==> config.mk <==
export PLATFORM = sky130hd
export DESIGN_NAME = fault_hiccup_ctl
export DESIGN_NICKNAME = d
export VERILOG_FILES = /design/src/rtl/hcp_pkg.sv /design/src/rtl/hcp_run_counter.sv /design/src/rtl/hcp_arm_gate.sv /design/src/rtl/hcp_channel.sv /design/src/rtl/fault_hiccup_ctl.sv
export SDC_FILE = /design/constraint.sdc
export NUM_CORES = 1
export LEC_CHECK = 0
export ABC_CLOCK_PERIOD_IN_PS = 2400
export BUFFER_PORTS_ARGS = -buffer_cell sky130_fd_sc_hd__buf_2
export CAP_MARGIN = 0
export CORE_MARGIN = 4
export CORE_UTILIZATION = 30
export DETAILED_ROUTE_END_ITERATION = 16
export MAX_ROUTING_LAYER = met4
export PLACE_DENSITY = 0.55
export RECOVER_POWER = 100
export SYNTH_ARGS = -nofsm -noshare
export SYNTH_HDL_FRONTEND = slang
export SYNTH_SLANG_ARGS = --single-unit
==> constraint.sdc <==
create_clock -name clk -period 2.4 [get_ports clk]
set_clock_uncertainty 0.2 [all_clocks]
set_input_delay 0 -clock clk [delete_from_list [all_inputs] [get_ports clk]]
set_output_delay 0 -clock clk [all_outputs]
set_load 0.1 [all_outputs]
==> src/rtl/hcp_pkg.sv <==
package hcp_pkg;

  // Bits needed to hold a count from 0 up to lim inclusive.
  function automatic int cnt_width(input int lim);
    return (lim < 2) ? 1 : $clog2(lim + 1);
  endfunction

  // Comparator results and control flags for one channel, for one PWM cycle.
  typedef struct packed {
    logic oc;
    logic uv;
    logic ov;
    logic ss_done;
    logic off;
  } hcp_sense_t;

endpackage

==> src/rtl/hcp_run_counter.sv <==
module hcp_run_counter #(
  parameter int LIMIT = 8
) (
  input  logic clk,
  input  logic rst_n,
  input  logic en,
  input  logic hit,
  output logic reached
);
  localparam int W = hcp_pkg::cnt_width(LIMIT);
  localparam logic [W-1:0] TOP  = W'(LIMIT);
  localparam logic [W-1:0] LAST = W'(LIMIT - 1);

  logic [W-1:0] count;
  logic [W-1:0] count_nxt;
  logic         live;

  // Add one, but stop at the terminal count instead of wrapping.
  function automatic logic [W-1:0] sat_step(input logic [W-1:0] c);
    if (c >= TOP) return TOP;
    return c + 1'b1;
  endfunction

  assign live      = en && hit;
  assign count_nxt = live ? sat_step(count) : '0;
  // Fire only on the step into the terminal count, never while parked there.
  assign reached   = live && (count == LAST);

  always_ff @(posedge clk or negedge rst_n) begin
    if (!rst_n) count <= '0;
    else        count <= count_nxt;
  end

  a_r2_within_limit: assert property (@(posedge clk) disable iff (!rst_n)
    count <= TOP);

  a_r2_miss_restarts: assert property (@(posedge clk) disable iff (!rst_n)
    !live |=> (count == '0));

endmodule

==> src/rtl/hcp_arm_gate.sv <==
module hcp_arm_gate (
  input  logic clk,
  input  logic rst_n,
  input  logic ss_done,
  input  logic off,
  input  logic fire,
  output logic armed
);
  logic waiting;

  // After a hiccup, stay disarmed until the ramp is seen low, then let it come back.
  always_ff @(posedge clk or negedge rst_n) begin
    if (!rst_n)        waiting <= 1'b0;
    else if (fire)     waiting <= 1'b1;
    else if (!ss_done) waiting <= 1'b0;
  end

  assign armed = ss_done && !waiting && !off;

  a_r7_fire_disarms: assert property (@(posedge clk) disable iff (!rst_n)
    fire |=> !armed);

endmodule

==> src/rtl/hcp_channel.sv <==
module hcp_channel #(
  parameter int OC_LIM = 32,
  parameter int UV_LIM = 8,
  parameter int OV_LIM = 32
) (
  input  logic               clk,
  input  logic               rst_n,
  input  hcp_pkg::hcp_sense_t sense,
  output logic               pulse_cut,
  output logic               low_force,
  output logic               gate_hiz,
  output logic               hiccup
);
  logic armed;
  logic oc_en, uv_en, ov_en;
  logic oc_reached, uv_reached, ov_reached;
  logic fire, latch_set, latch_clr;

  // Overcurrent and overvoltage runs count only while armed and not latched.
  // Undervoltage also counts while latched, because that is the latch's exit path.
  assign oc_en = armed && !gate_hiz;
  assign ov_en = armed && !gate_hiz;
  assign uv_en = (armed || gate_hiz) && !sense.off;

  hcp_run_counter #(.LIMIT(OC_LIM)) u_oc_run (
    .clk(clk), .rst_n(rst_n), .en(oc_en), .hit(sense.oc), .reached(oc_reached));

  hcp_run_counter #(.LIMIT(UV_LIM)) u_uv_run (
    .clk(clk), .rst_n(rst_n), .en(uv_en), .hit(sense.uv), .reached(uv_reached));

  hcp_run_counter #(.LIMIT(OV_LIM)) u_ov_run (
    .clk(clk), .rst_n(rst_n), .en(ov_en), .hit(sense.ov), .reached(ov_reached));

  hcp_arm_gate u_arm (
    .clk(clk), .rst_n(rst_n), .ss_done(sense.ss_done), .off(sense.off),
    .fire(fire), .armed(armed));

  assign fire      = !sense.off && (oc_reached || uv_reached);
  assign latch_set = ov_reached && !fire;
  assign latch_clr = sense.off || (gate_hiz && uv_reached);

  always_ff @(posedge clk or negedge rst_n) begin
    if (!rst_n) begin
      gate_hiz <= 1'b0;
      hiccup   <= 1'b0;
    end else begin
      hiccup <= fire;
      if (latch_clr)      gate_hiz <= 1'b0;
      else if (latch_set) gate_hiz <= 1'b1;
    end
  end

  // Same-cycle actions, with no register in the path.
  assign pulse_cut = sense.oc;
  assign low_force = sense.ov && !gate_hiz;

  a_r7_single_pulse: assert property (@(posedge clk) disable iff (!rst_n)
    hiccup |=> !hiccup);

  a_r6_latch_keeps_ramp: assert property (@(posedge clk) disable iff (!rst_n)
    $rose(gate_hiz) |-> !hiccup);

  a_r6_latched_low_off: assert property (@(posedge clk) disable iff (!rst_n)
    gate_hiz |-> !low_force);

  a_r8_off_releases: assert property (@(posedge clk) disable iff (!rst_n)
    sense.off |=> (!gate_hiz && !hiccup));

  a_r3_softstart_quiet: assert property (@(posedge clk) disable iff (!rst_n)
    (!sense.ss_done && !gate_hiz) |=> !hiccup);

endmodule

==> src/rtl/fault_hiccup_ctl.sv <==
module fault_hiccup_ctl #(
  parameter int NCH    = 2,
  parameter int OC_LIM = 32,
  parameter int UV_LIM = 8,
  parameter int OV_LIM = 32
) (
  input  logic           clk,
  input  logic           rst_n,
  input  logic [NCH-1:0] oc_hit,
  input  logic [NCH-1:0] uv_hit,
  input  logic [NCH-1:0] ov_hit,
  input  logic [NCH-1:0] ss_done,
  input  logic [NCH-1:0] ch_off,
  output logic [NCH-1:0] pulse_cut,
  output logic [NCH-1:0] low_force,
  output logic [NCH-1:0] gate_hiz,
  output logic [NCH-1:0] hiccup
);

  for (genvar ch = 0; ch < NCH; ch++) begin : g_ch
    hcp_pkg::hcp_sense_t sense;

    assign sense.oc      = oc_hit[ch];
    assign sense.uv      = uv_hit[ch];
    assign sense.ov      = ov_hit[ch];
    assign sense.ss_done = ss_done[ch];
    assign sense.off     = ch_off[ch];

    hcp_channel #(.OC_LIM(OC_LIM), .UV_LIM(UV_LIM), .OV_LIM(OV_LIM)) u_chan (
      .clk       (clk),
      .rst_n     (rst_n),
      .sense     (sense),
      .pulse_cut (pulse_cut[ch]),
      .low_force (low_force[ch]),
      .gate_hiz  (gate_hiz[ch]),
      .hiccup    (hiccup[ch])
    );
  end

endmodule

==> impl_metrics.ini, run 1 <==
[power]
ir_drop_v = 0.000277
power_density_nw_per_um2 = 540
power_frac_seq_pct = 54.5
p_sw_share_pct = 23.7
p_leak_nw = 1.00
combPwrFrac_pct = 8.4
intPower_mw = 0.912
power_mw = 1.20
p_switching_mw = 0.284
clockPowerShare_pct = 37.1

[grt]
grt_pass1_wl_um = 5580
antenna_found_initial = 0
grt_pass1_vias = 1323
grt_max_degree = 39
grt_remaining_overflow = 0
grt_usage_pct = 9.57

[critical_path]
cp-endpoint = g_ch[1].u_chan.u_ov_run.count[3]$_DFF_PN0_
cp.depth = 4
worstPathMaxFanout = 6
critPathLaunchType = flop
crit_start = g_ch[1].u_chan.gate_hiz$_DFFE_PN0P_
crit_slowest_cell = dlygate4sd3_1
path_class = reg2reg
crit_required_ns = 2.41
cp_num_buf_inv = 1
cpPeakStageDelay_ns = 0.64
worst-r2r-cell-count = 4
cp_cell_sequence = nor4b_4 -> nand3b_2 -> dlygate4sd3_1 -> nor2_1
r2r_start = g_ch[1].u_chan.gate_hiz$_DFFE_PN0P_
critPathTopFamily = simple AND/OR/NAND/NOR gates
crit_path_end_kind = flop
crit_arrival_ns = 2.06
reg2reg_slack_ns = 0.35
r2r-end = g_ch[1].u_chan.u_ov_run.count[3]$_DFF_PN0_

[sta]
period_share_pct = 85.5
hold_slack_ns = 0.196
period_needed_ns = 2.05
worst_slew_pin_slew_ns = 1.19
fmax_ghz = 0.487
slew_headroom_pct = 21.2
final_hold_viol_count = 0
drv_slew = 0
finalSetupTns_ns = 0
setup-violations-final = 0
rsz0062_at_grt = false

[finish]
drive_gt1_share_pct = 12.3
diodes = 0
multi_input_area_um2 = 764
layout_common_cells = dfrtp_1 (38), nor2_1 (31), inv_1 (18)
final_cells = 286
final_common_cell = dfrtp_1
final_nets = 234
syn2layout_area_growth_pct = 18.7
n_fill_cell = 596
seq_area_um2 = 951

[floorplan]
core_um2 = 5990
die_h_um = 86.8
io_pins = 20
fp.dieW_um = 86.8
start_util_pct = 31.1
fp-row-count = 28
die-area_um2 = 7540

[logic_synthesis]
synth_area_um2 = 1860
ys_async_sr_fraction_pct = 100
synth_warnings = 0
synth.avg_cell_area_um2 = 10.5
ys_seq_elements = 38
syn_nets = 201
synthCells = 177
synth_cell_types = 32
ys.flop_type = dfrtp_1
yosysSeqAreaShare_pct = 51.0
synth_edf_count = 0

[clock_tree]
clockBufferDepth = 2
htreeDepth = 2
path_clk_slew_ns = 0.07
cts_tree = yes
insertion_delay_ns = 0.28
cts.sink_count = 38
root_buffer = clkbuf_8
postCtsSetupRepairBufs = 0
cts_buffers = 5

[route]
wire_per_inst_um = 11.0
viasPerCell = 4.37
dr.pass1.iters = 4
post-route-drc-count = 0
drtIter0Drc = 34
ant_nets = 0
via_count = 1249
totalWireLength_um = 3130

[run]
drv_cap = 0

[placement]
port_buffers = 19
dpl.cell_count = 262
place_congestion = 0.743
hpwl_um = 2190

[status]
status = finished, final reports clean

[hold_path]
hold_path_class = in2async
==> power by group through the flow <==
stage          Clock (mW)  Sequential (mW)  Combinational [mW]
6_report            0.444            0.651               0.100
4_1_cts             0.468            0.651               0.105
3_3_place_gp            0            0.664              0.0869
5_1_grt             0.494            0.652               0.112
3_5_place_dp            0            0.664              0.0873
2_1_floorplan           0            0.662              0.0575
==> Yosys cell counts (2+ instances only) <==
cell type,count,share of area (%)
a31oi_1,7,2.3
and2_2,2,0.81
and3_1,5,1.7
buf_4,8,3.2
dfrtp_1,38,51
ha_1,12,8.1
inv_1,18,3.6
nand2_1,6,1.2
nand3_1,9,2.4
nand3b_1,2,0.81
nor2_1,31,6.2
nor2b_1,5,1.7
nor3_1,2,0.54
o21ai_0,2,0.54
xnor2_1,7,3.3
xor2_1,7,3.3
==> worst register-to-register path: stages (launching register included) <==
cell and delay, ns:
dfrtp_1 0.45, nor4b_4 0.43, nand3b_2 0.13, dlygate4sd3_1 0.64, nor2_1 0.14
==> layer usage <==
metal	up-vias	GRT usage, %	share of wire, %
met2	21	14.8	44
li1	636	-	-
met1	590	11.9	50
met3	2	2.85	4.9
met5	-	-	0
met4	0	3.40	0.45
==> final cells by class <==
type | count | area share [%]
Inverter | 18 | 3.05
Tap cell | 75 | 4.24
Clock inverter | 1 | 0.226
Sequential cell | 38 | 43.0
Multi-Input combinational cell | 112 | 34.5
Clock buffer | 7 | 3.90
Timing Repair Buffer | 35 | 11.1
==> kinds of logic after synthesis <==
kind of cell	after synthesis	synth area share, %
flops	38	51.0
buf+inv	27	7.11
compound gates	16	6.58
xor+xnor	14	6.58
fa+ha+maj	12	8.05
simple gates	70	20.7
==> metrics by stage <==
step                area, um2  utilization (%)  worst slack (ns)
global route             2210             36.9             0.249
CTS                      2240             37.4             0.298
floorplan                1860                -             0.677
global placement         1990             33.2             0.536
finish                   2210             36.9             0.347
detailed placement       1990             33.2             0.486
==> how the worst min path moves through the flow <==
stage,start,endpoint,slack [ns],cells past startpoint
floorplan,rst_n,g_ch[0].u_chan.gate_hiz$_DFFE_PN0P_,-0.50,0
global placement,rst_n,g_ch[0].u_chan.u_uv_run.count[1]$_DFF_PN0_,-0.03,1
detailed placement,rst_n,g_ch[0].u_chan.u_uv_run.count[0]$_DFF_PN0_,-0.04,1
CTS,rst_n,g_ch[0].u_chan.u_ov_run.count[5]$_DFF_PN0_,0.20,2
global route,ss_done[0],g_ch[0].u_chan.u_arm.waiting$_DFFE_PN0P_,0.28,3
finish,rst_n,g_ch[0].u_chan.u_uv_run.count[2]$_DFF_PN0_,0.20,2
==> sequential cells by signal, indices dropped and copies added (netlist names) <==
| name | count |
|---|---|
| g_ch.u_chan.u_ov_run.count | 12 |
| g_ch.u_chan.u_arm.waiting | 2 |
| g_ch.u_chan.u_oc_run.count | 12 |
| g_ch.u_chan.gate_hiz | 2 |
| g_ch.u_chan.u_uv_run.count | 8 |
| g_ch.u_chan.hiccup | 2 |
==> repair_timing <==
item,in CTS,in global routing
hold endpoints to repair,66,0
gates resized for setup,0,0
hold buffers,16,0
No activity file was read; power rests on OpenSTA's default activity.
==> run 2: changes to the inputs <==
Settings changed: GPL_ROUTABILITY_DRIVEN from default to 0, SYNTH_HIERARCHICAL from default to 1.
==> impl_metrics.ini, run 2 <==
[status]
status = finished, final reports clean

[route]
ant_nets = 0
viasPerCell = 4.63
totalWireLength_um = 3510
wire_per_inst_um = 11.6
via_count = 1402
post-route-drc-count = 0
dr.pass1.iters = 4
drtIter0Drc = 62

[sta]
finalSetupTns_ns = 0
period_share_pct = 92.6
slew_headroom_pct = 20.7
rsz0062_at_grt = false
worst_slew_pin_slew_ns = 1.19
final_hold_viol_count = 0
fmax_ghz = 0.450
period_needed_ns = 2.22
setup-violations-final = 0
hold_slack_ns = 0.190
drv_slew = 0

[floorplan]
start_util_pct = 31.2
fp.dieW_um = 89.7
die_h_um = 89.7
io_pins = 20
die-area_um2 = 8040
fp-row-count = 29
core_um2 = 6420

[finish]
syn2layout_area_growth_pct = 18.2
seq_area_um2 = 951
n_fill_cell = 630
top_regs = g_ch.u_chan/u_oc_run/count x12, g_ch.u_chan/u_ov_run/count x12, g_ch.u_chan/u_uv_run/count x8
final_common_cell = dfrtp_1
drive_gt1_share_pct = 15.0
multi_input_area_um2 = 930
final_nets = 251
diodes = 0
layout_common_cells = dfrtp_1 (38), nor2_1 (27), inv_1 (22)

[power]
p_leak_nw = 1.06
ir_drop_v = 0.000220
power_density_nw_per_um2 = 501

[critical_path]
worstPathMaxFanout = 4
crit_arrival_ns = 2.24
crit_required_ns = 2.42
cp_cell_sequence = nor3b_2 -> nor2b_2 -> nand3b_2 -> nor3_2 -> nor2_1 -> nor2_1 -> a21o_1 -> dlygate4sd3_1
crit_slowest_cell = dlygate4sd3_1
critPathLaunchType = flop
worst-r2r-cell-count = 8
r2r-end = g_ch[0].u_chan/u_arm/waiting$_DFFE_PN0P_
crit_start = g_ch[0].u_chan/u_arm/waiting$_DFFE_PN0P_
cp_common_cell = nor2_1
cpPeakStageDelay_ns = 0.54
reg2reg_slack_ns = 0.18
cp-endpoint = g_ch[0].u_chan/u_arm/waiting$_DFFE_PN0P_
r2r_start = g_ch[0].u_chan/u_arm/waiting$_DFFE_PN0P_
path_class = reg2reg
crit_path_end_kind = flop

[placement]
hpwl_um = 2480
port_buffers = 19

[logic_synthesis]
ys_seq_elements = 38
yosysSeqAreaShare_pct = 47.5
synth_edf_count = 0
synth_top_cells_by_count = dfrtp_1 (38), nor2_1 (24), inv_1 (22)
synth.avg_cell_area_um2 = 10.6
ys_async_sr_fraction_pct = 100
synth_area_um2 = 2000
netlist.area_leader.share_pct = 47.5
yosysTopAreaCell = dfrtp_1
yosys-top-cells-area = dfrtp_1 (48%), ha_1 (7.5%), nand4bb_1 (4.5%)
synth_cell_types = 22
yosysMostFrequentCell = dfrtp_1
synth_warnings = 6
ys.flop_type = dfrtp_1
synthCells = 188
syn_nets = 212

[hold_path]
hold_path_class = in2async

[run]
drv_cap = 0

[clock_tree]
path_clk_slew_ns = 0.07
postCtsSetupRepairBufs = 0
htreeDepth = 2
insertion_delay_ns = 0.28
cts_tree = yes
clockBufferDepth = 2
cts.sink_count = 38
cts_buffers = 5
root_buffer = clkbuf_8

[grt]
grt_usage_pct = 10.5
grt_pass1_wl_um = 6240
grt_max_degree = 39
grt_remaining_overflow = 0
grt_pass1_vias = 1333
antenna_found_initial = 0
-- run 2: cell types whose count changed in the layout (fill, tap and decap cells not counted), moves of 3 or more --
| cell | before | now |
|---|---|---|
| inv_1 | 18 | 22 |
| nor2_1 | 31 | 27 |
| mux2i_1 | 0 | 8 |
| nor2b_2 | 0 | 3 |
| xor2_1 | 7 | 0 |
| and3_1 | 5 | 0 |
| nand4bb_1 | 0 | 8 |
| nand4_1 | 0 | 4 |
| dlygate4sd3_1 | 16 | 13 |
| nand3_1 | 9 | 16 |
| nor2_2 | 0 | 5 |
| nand3b_2 | 1 | 5 |
| a31oi_1 | 7 | 2 |
| nand4b_1 | 0 | 8 |
-- run 2: area by class of cell --
class | count | area share (%)
Sequential cell | 38 | 40.2
Multi-Input combinational cell | 126 | 39.3
Timing Repair Buffer | 34 | 9.51
Tap cell | 77 | 4.07
Clock buffer | 6 | 3.49
Inverter | 22 | 3.49
-- run 2: layer usage --
| layer | up-vias | share of wire, % | GRT usage (%) |
|---|---|---|---|
| li1 | 710 | - | - |
| met1 | 670 | 50 | 13.5 |
| met2 | 16 | 46 | 15.5 |
| met3 | 6 | 2.7 | 2.83 |
| met4 | 0 | 1.3 | 4.47 |
| met5 | - | 0 | - |
-- run 2: worst min-delay path by stage --
stage | from | end | slack [ns]
after floorplan | rst_n | g_ch[0].u_chan/gate_hiz$_DFFE_PN0P_ | -0.50
after detailed placement | rst_n | g_ch[1].u_chan/u_uv_run/count[2]$_DFF_PN0_ | -0.02
final | rst_n | g_ch[1].u_chan/u_arm/waiting$_DFFE_PN0P_ | 0.19
after CTS | rst_n | g_ch[0].u_chan/gate_hiz$_DFFE_PN0P_ | 0.20
after global placement | rst_n | g_ch[1].u_chan/u_uv_run/count[2]$_DFF_PN0_ | -0.03
after global routing | rst_n | g_ch[1].u_chan/gate_hiz$_DFFE_PN0P_ | 0.30
-- run 2: cell families after synthesis --
logic type / count (synthesis) / share of synthesized area [%]
AND/OR/NAND/NOR: 90 / 30.4
flip-flops: 38 / 47.5
XOR/XNOR: 6 / 2.62
buffers and inverters: 24 / 4.87
adder cells (fa/ha/maj): 12 / 7.50
AO/OA/AOI/OAI: 10 / 3.12
multiplexers: 8 / 4.00
-- run 2: report_power, final --
part,internal (mW),switching [mW],total [mW]
Sequential,0.645,0.00558,0.650
Clock,0.221,0.205,0.427
Combinational,0.0341,0.0753,0.109
-- run 2: worst max-delay path, delay by kind of cell, from the launching register on --
family / cells / cell delay, ns
flops: 1 / 0.39
simple gates: 6 / 0.93
buf+inv: 1 / 0.54
compound gates: 1 / 0.10
-- run 2: stage by stage --
stage	util (%)	instances	worst slack, ns	power, mW	instance area (um2)
detailed placement	34.2	284	0.456	0.764	2200
CTS	37.5	303	0.149	1.22	2410
global route	36.9	303	0.0238	1.25	2370
floorplan	-	188	0.00776	0.721	2010
finish	36.9	303	0.176	1.19	2370
global placement	34.2	284	0.463	0.764	2200
-- run 2: what timing repair did --
action / CTS / global route
endpoints found under the hold margin: 76 / 0
endpoints found under the setup margin: 0 / 1
resized for setup: 0 / 1
hold buffers: 13 / 0
==> run 3: changes to the inputs <==
Settings changed: CORE_ASPECT_RATIO from default to 1.2.
==> impl_metrics.ini, run 3 (synthesis results as in run 2) <==
[floorplan]
die-area_um2 = 8050
io_pins = 20
core_um2 = 6450
fp-row-count = 32
die_h_um = 97.5
start_util_pct = 31.1
fp.dieW_um = 82.6

[finish]
final_area_um2 = 2430
final_common_cell = dfrtp_1
n_fill_cell = 649
multi_input_area_um2 = 947
diodes = 0
final_util_pct = 37.7
top_regs = g_ch.u_chan/u_oc_run/count x12, g_ch.u_chan/u_ov_run/count x12, g_ch.u_chan/u_uv_run/count x8
drive_gt1_share_pct = 19.1
seq_area_um2 = 951
layout_common_cells = dfrtp_1 (38), nor2_1 (24), inv_1 (22)
syn2layout_area_growth_pct = 21.4
final_nets = 253

[critical_path]
crit_start = g_ch[1].u_chan/u_arm/waiting$_DFFE_PN0P_
critPathTopFamily = simple AND/OR/NAND/NOR gates
critPathLaunchType = flop
reg2reg_slack_ns = 0.12
r2r-end = g_ch[1].u_chan/hiccup$_DFF_PN0_
cp_common_cell = nor2_1
worstPathMaxFanout = 4
crit_slowest_cell = dlygate4sd3_1
cp_cell_sequence = nor3b_1 -> nor2b_1 -> buf_6 -> nand3b_2 -> nor3_4 -> nor2_1 -> nor2_1 -> dlygate4sd3_1
crit_required_ns = 2.43
cp_num_buf_inv = 2
r2r_start = g_ch[1].u_chan/u_arm/waiting$_DFFE_PN0P_
worst-r2r-cell-count = 8
crit_path_end_kind = flop
cpPeakStageDelay_ns = 0.56
crit_arrival_ns = 2.31
path_class = reg2reg

[route]
viasPerCell = 4.53
ant_nets = 0
post-route-drc-count = 0
drtIter0Drc = 53
via_count = 1428
totalWireLength_um = 3550
wire_per_inst_um = 11.3
dr.pass1.iters = 3

[sta]
fmax_ghz = 0.438
final_hold_viol_count = 0
period_share_pct = 95.0
setup-violations-final = 0
period_needed_ns = 2.28
drv_slew = 0
slew_headroom_pct = 22.9
worst_slew_pin_slew_ns = 1.16

[grt]
grt_remaining_overflow = 0
grt_pass1_wl_um = 6340
grt_usage_pct = 10.2
grt_pass1_vias = 1424
grt_max_degree = 39
antenna_found_initial = 0

[clock_tree]
insertion_delay_ns = 0.29
htreeDepth = 2
cts_tree = yes
root_buffer = clkbuf_8
path_clk_slew_ns = 0.08
cts.sink_count = 38
clockBufferDepth = 2
cts_buffers = 5

[placement]
port_buffers = 19
place_area_um2 = 2210
hpwl_um = 2540

[run]
drv_cap = 0

[hold_path]
hold_path_class = in2async

[power]
power_density_nw_per_um2 = 496
ir_drop_v = 0.000281
p_leak_nw = 1.10
power_mw = 1.21

[status]
status = finished, final reports clean
==> run 3: worst max-delay path by stage <==
stage | endpoint | slack, ns | cells after the start
after floorplan | g_ch[0].u_chan/gate_hiz$_DFFE_PN0P_ | 0.008 | 5
after global placement | g_ch[1].u_chan/u_arm/waiting$_DFFE_PN0P_ | 0.58 | 8
after detailed placement | g_ch[1].u_chan/u_arm/waiting$_DFFE_PN0P_ | 0.56 | 8
after CTS | g_ch[1].u_chan/hiccup$_DFF_PN0_ | 0.1 | 8
after global routing | g_ch[1].u_chan/hiccup$_DFF_PN0_ | -0.03 | 8
final | g_ch[1].u_chan/hiccup$_DFF_PN0_ | 0.12 | 8
==> run 3: repair_timing <==
| item | CTS | global route |
|---|---|---|
| setup buffers | 0 | 1 |
| endpoints found under the hold margin | 76 | 0 |
| hold buffers | 14 | 0 |
| endpoints found under the setup margin | 0 | 1 |
| resized for setup | 0 | 2 |
==> run 3: metal layers <==
metal | part of all wire, % | track usage [%]
met1 | 46 | 12.2
met2 | 50 | 16.1
met3 | 2.3 | 2.23
met4 | 2.2 | 4.53
met5 | 0 | -
==> run 3: worst reg2reg max path: stages, from the launching register on <==
cell           delay [ns]
dfrtp_1              0.38
nor3b_1              0.24
nor2b_1              0.19
buf_6                0.12
nand3b_2             0.13
nor3_4               0.22
nor2_1               0.07
nor2_1               0.13
dlygate4sd3_1        0.56
==> run 3: cell type report <==
| type | count | share of cell area, % |
|---|---|---|
| Sequential cell | 38 | 39.1 |
| Clock buffer | 5 | 2.83 |
| Inverter | 22 | 3.40 |
| Timing Repair Buffer | 36 | 10.4 |
| Clock inverter | 3 | 0.875 |
| Multi-Input combinational cell | 126 | 39.0 |
| Tap cell | 85 | 4.37 |
==> run 3: stage by stage <==
stage / setup WS, ns / TNS (ns) / hold slack [ns] / std cells
floorplan: 0.00776 / 0 / -0.496 / 188
global placement: 0.580 / 0 / -0.0415 / 292
detailed placement: 0.556 / 0 / -0.0412 / 292
CTS: 0.0964 / 0 / 0.181 / 314
global route: -0.0280 / -0.0280 / 0.298 / 315
finish: 0.119 / 0 / 0.185 / 315
==> run 3: report_power, final <==
| part | internal, mW | switching [mW] | leakage, nW |
|---|---|---|---|
| clock | 0.204 | 0.239 | 0.0441 |
| combinational | 0.0369 | 0.0758 | 0.527 |
| sequential | 0.644 | 0.00576 | 0.529 |
| total | 0.885 | 0.320 | 1.10 |
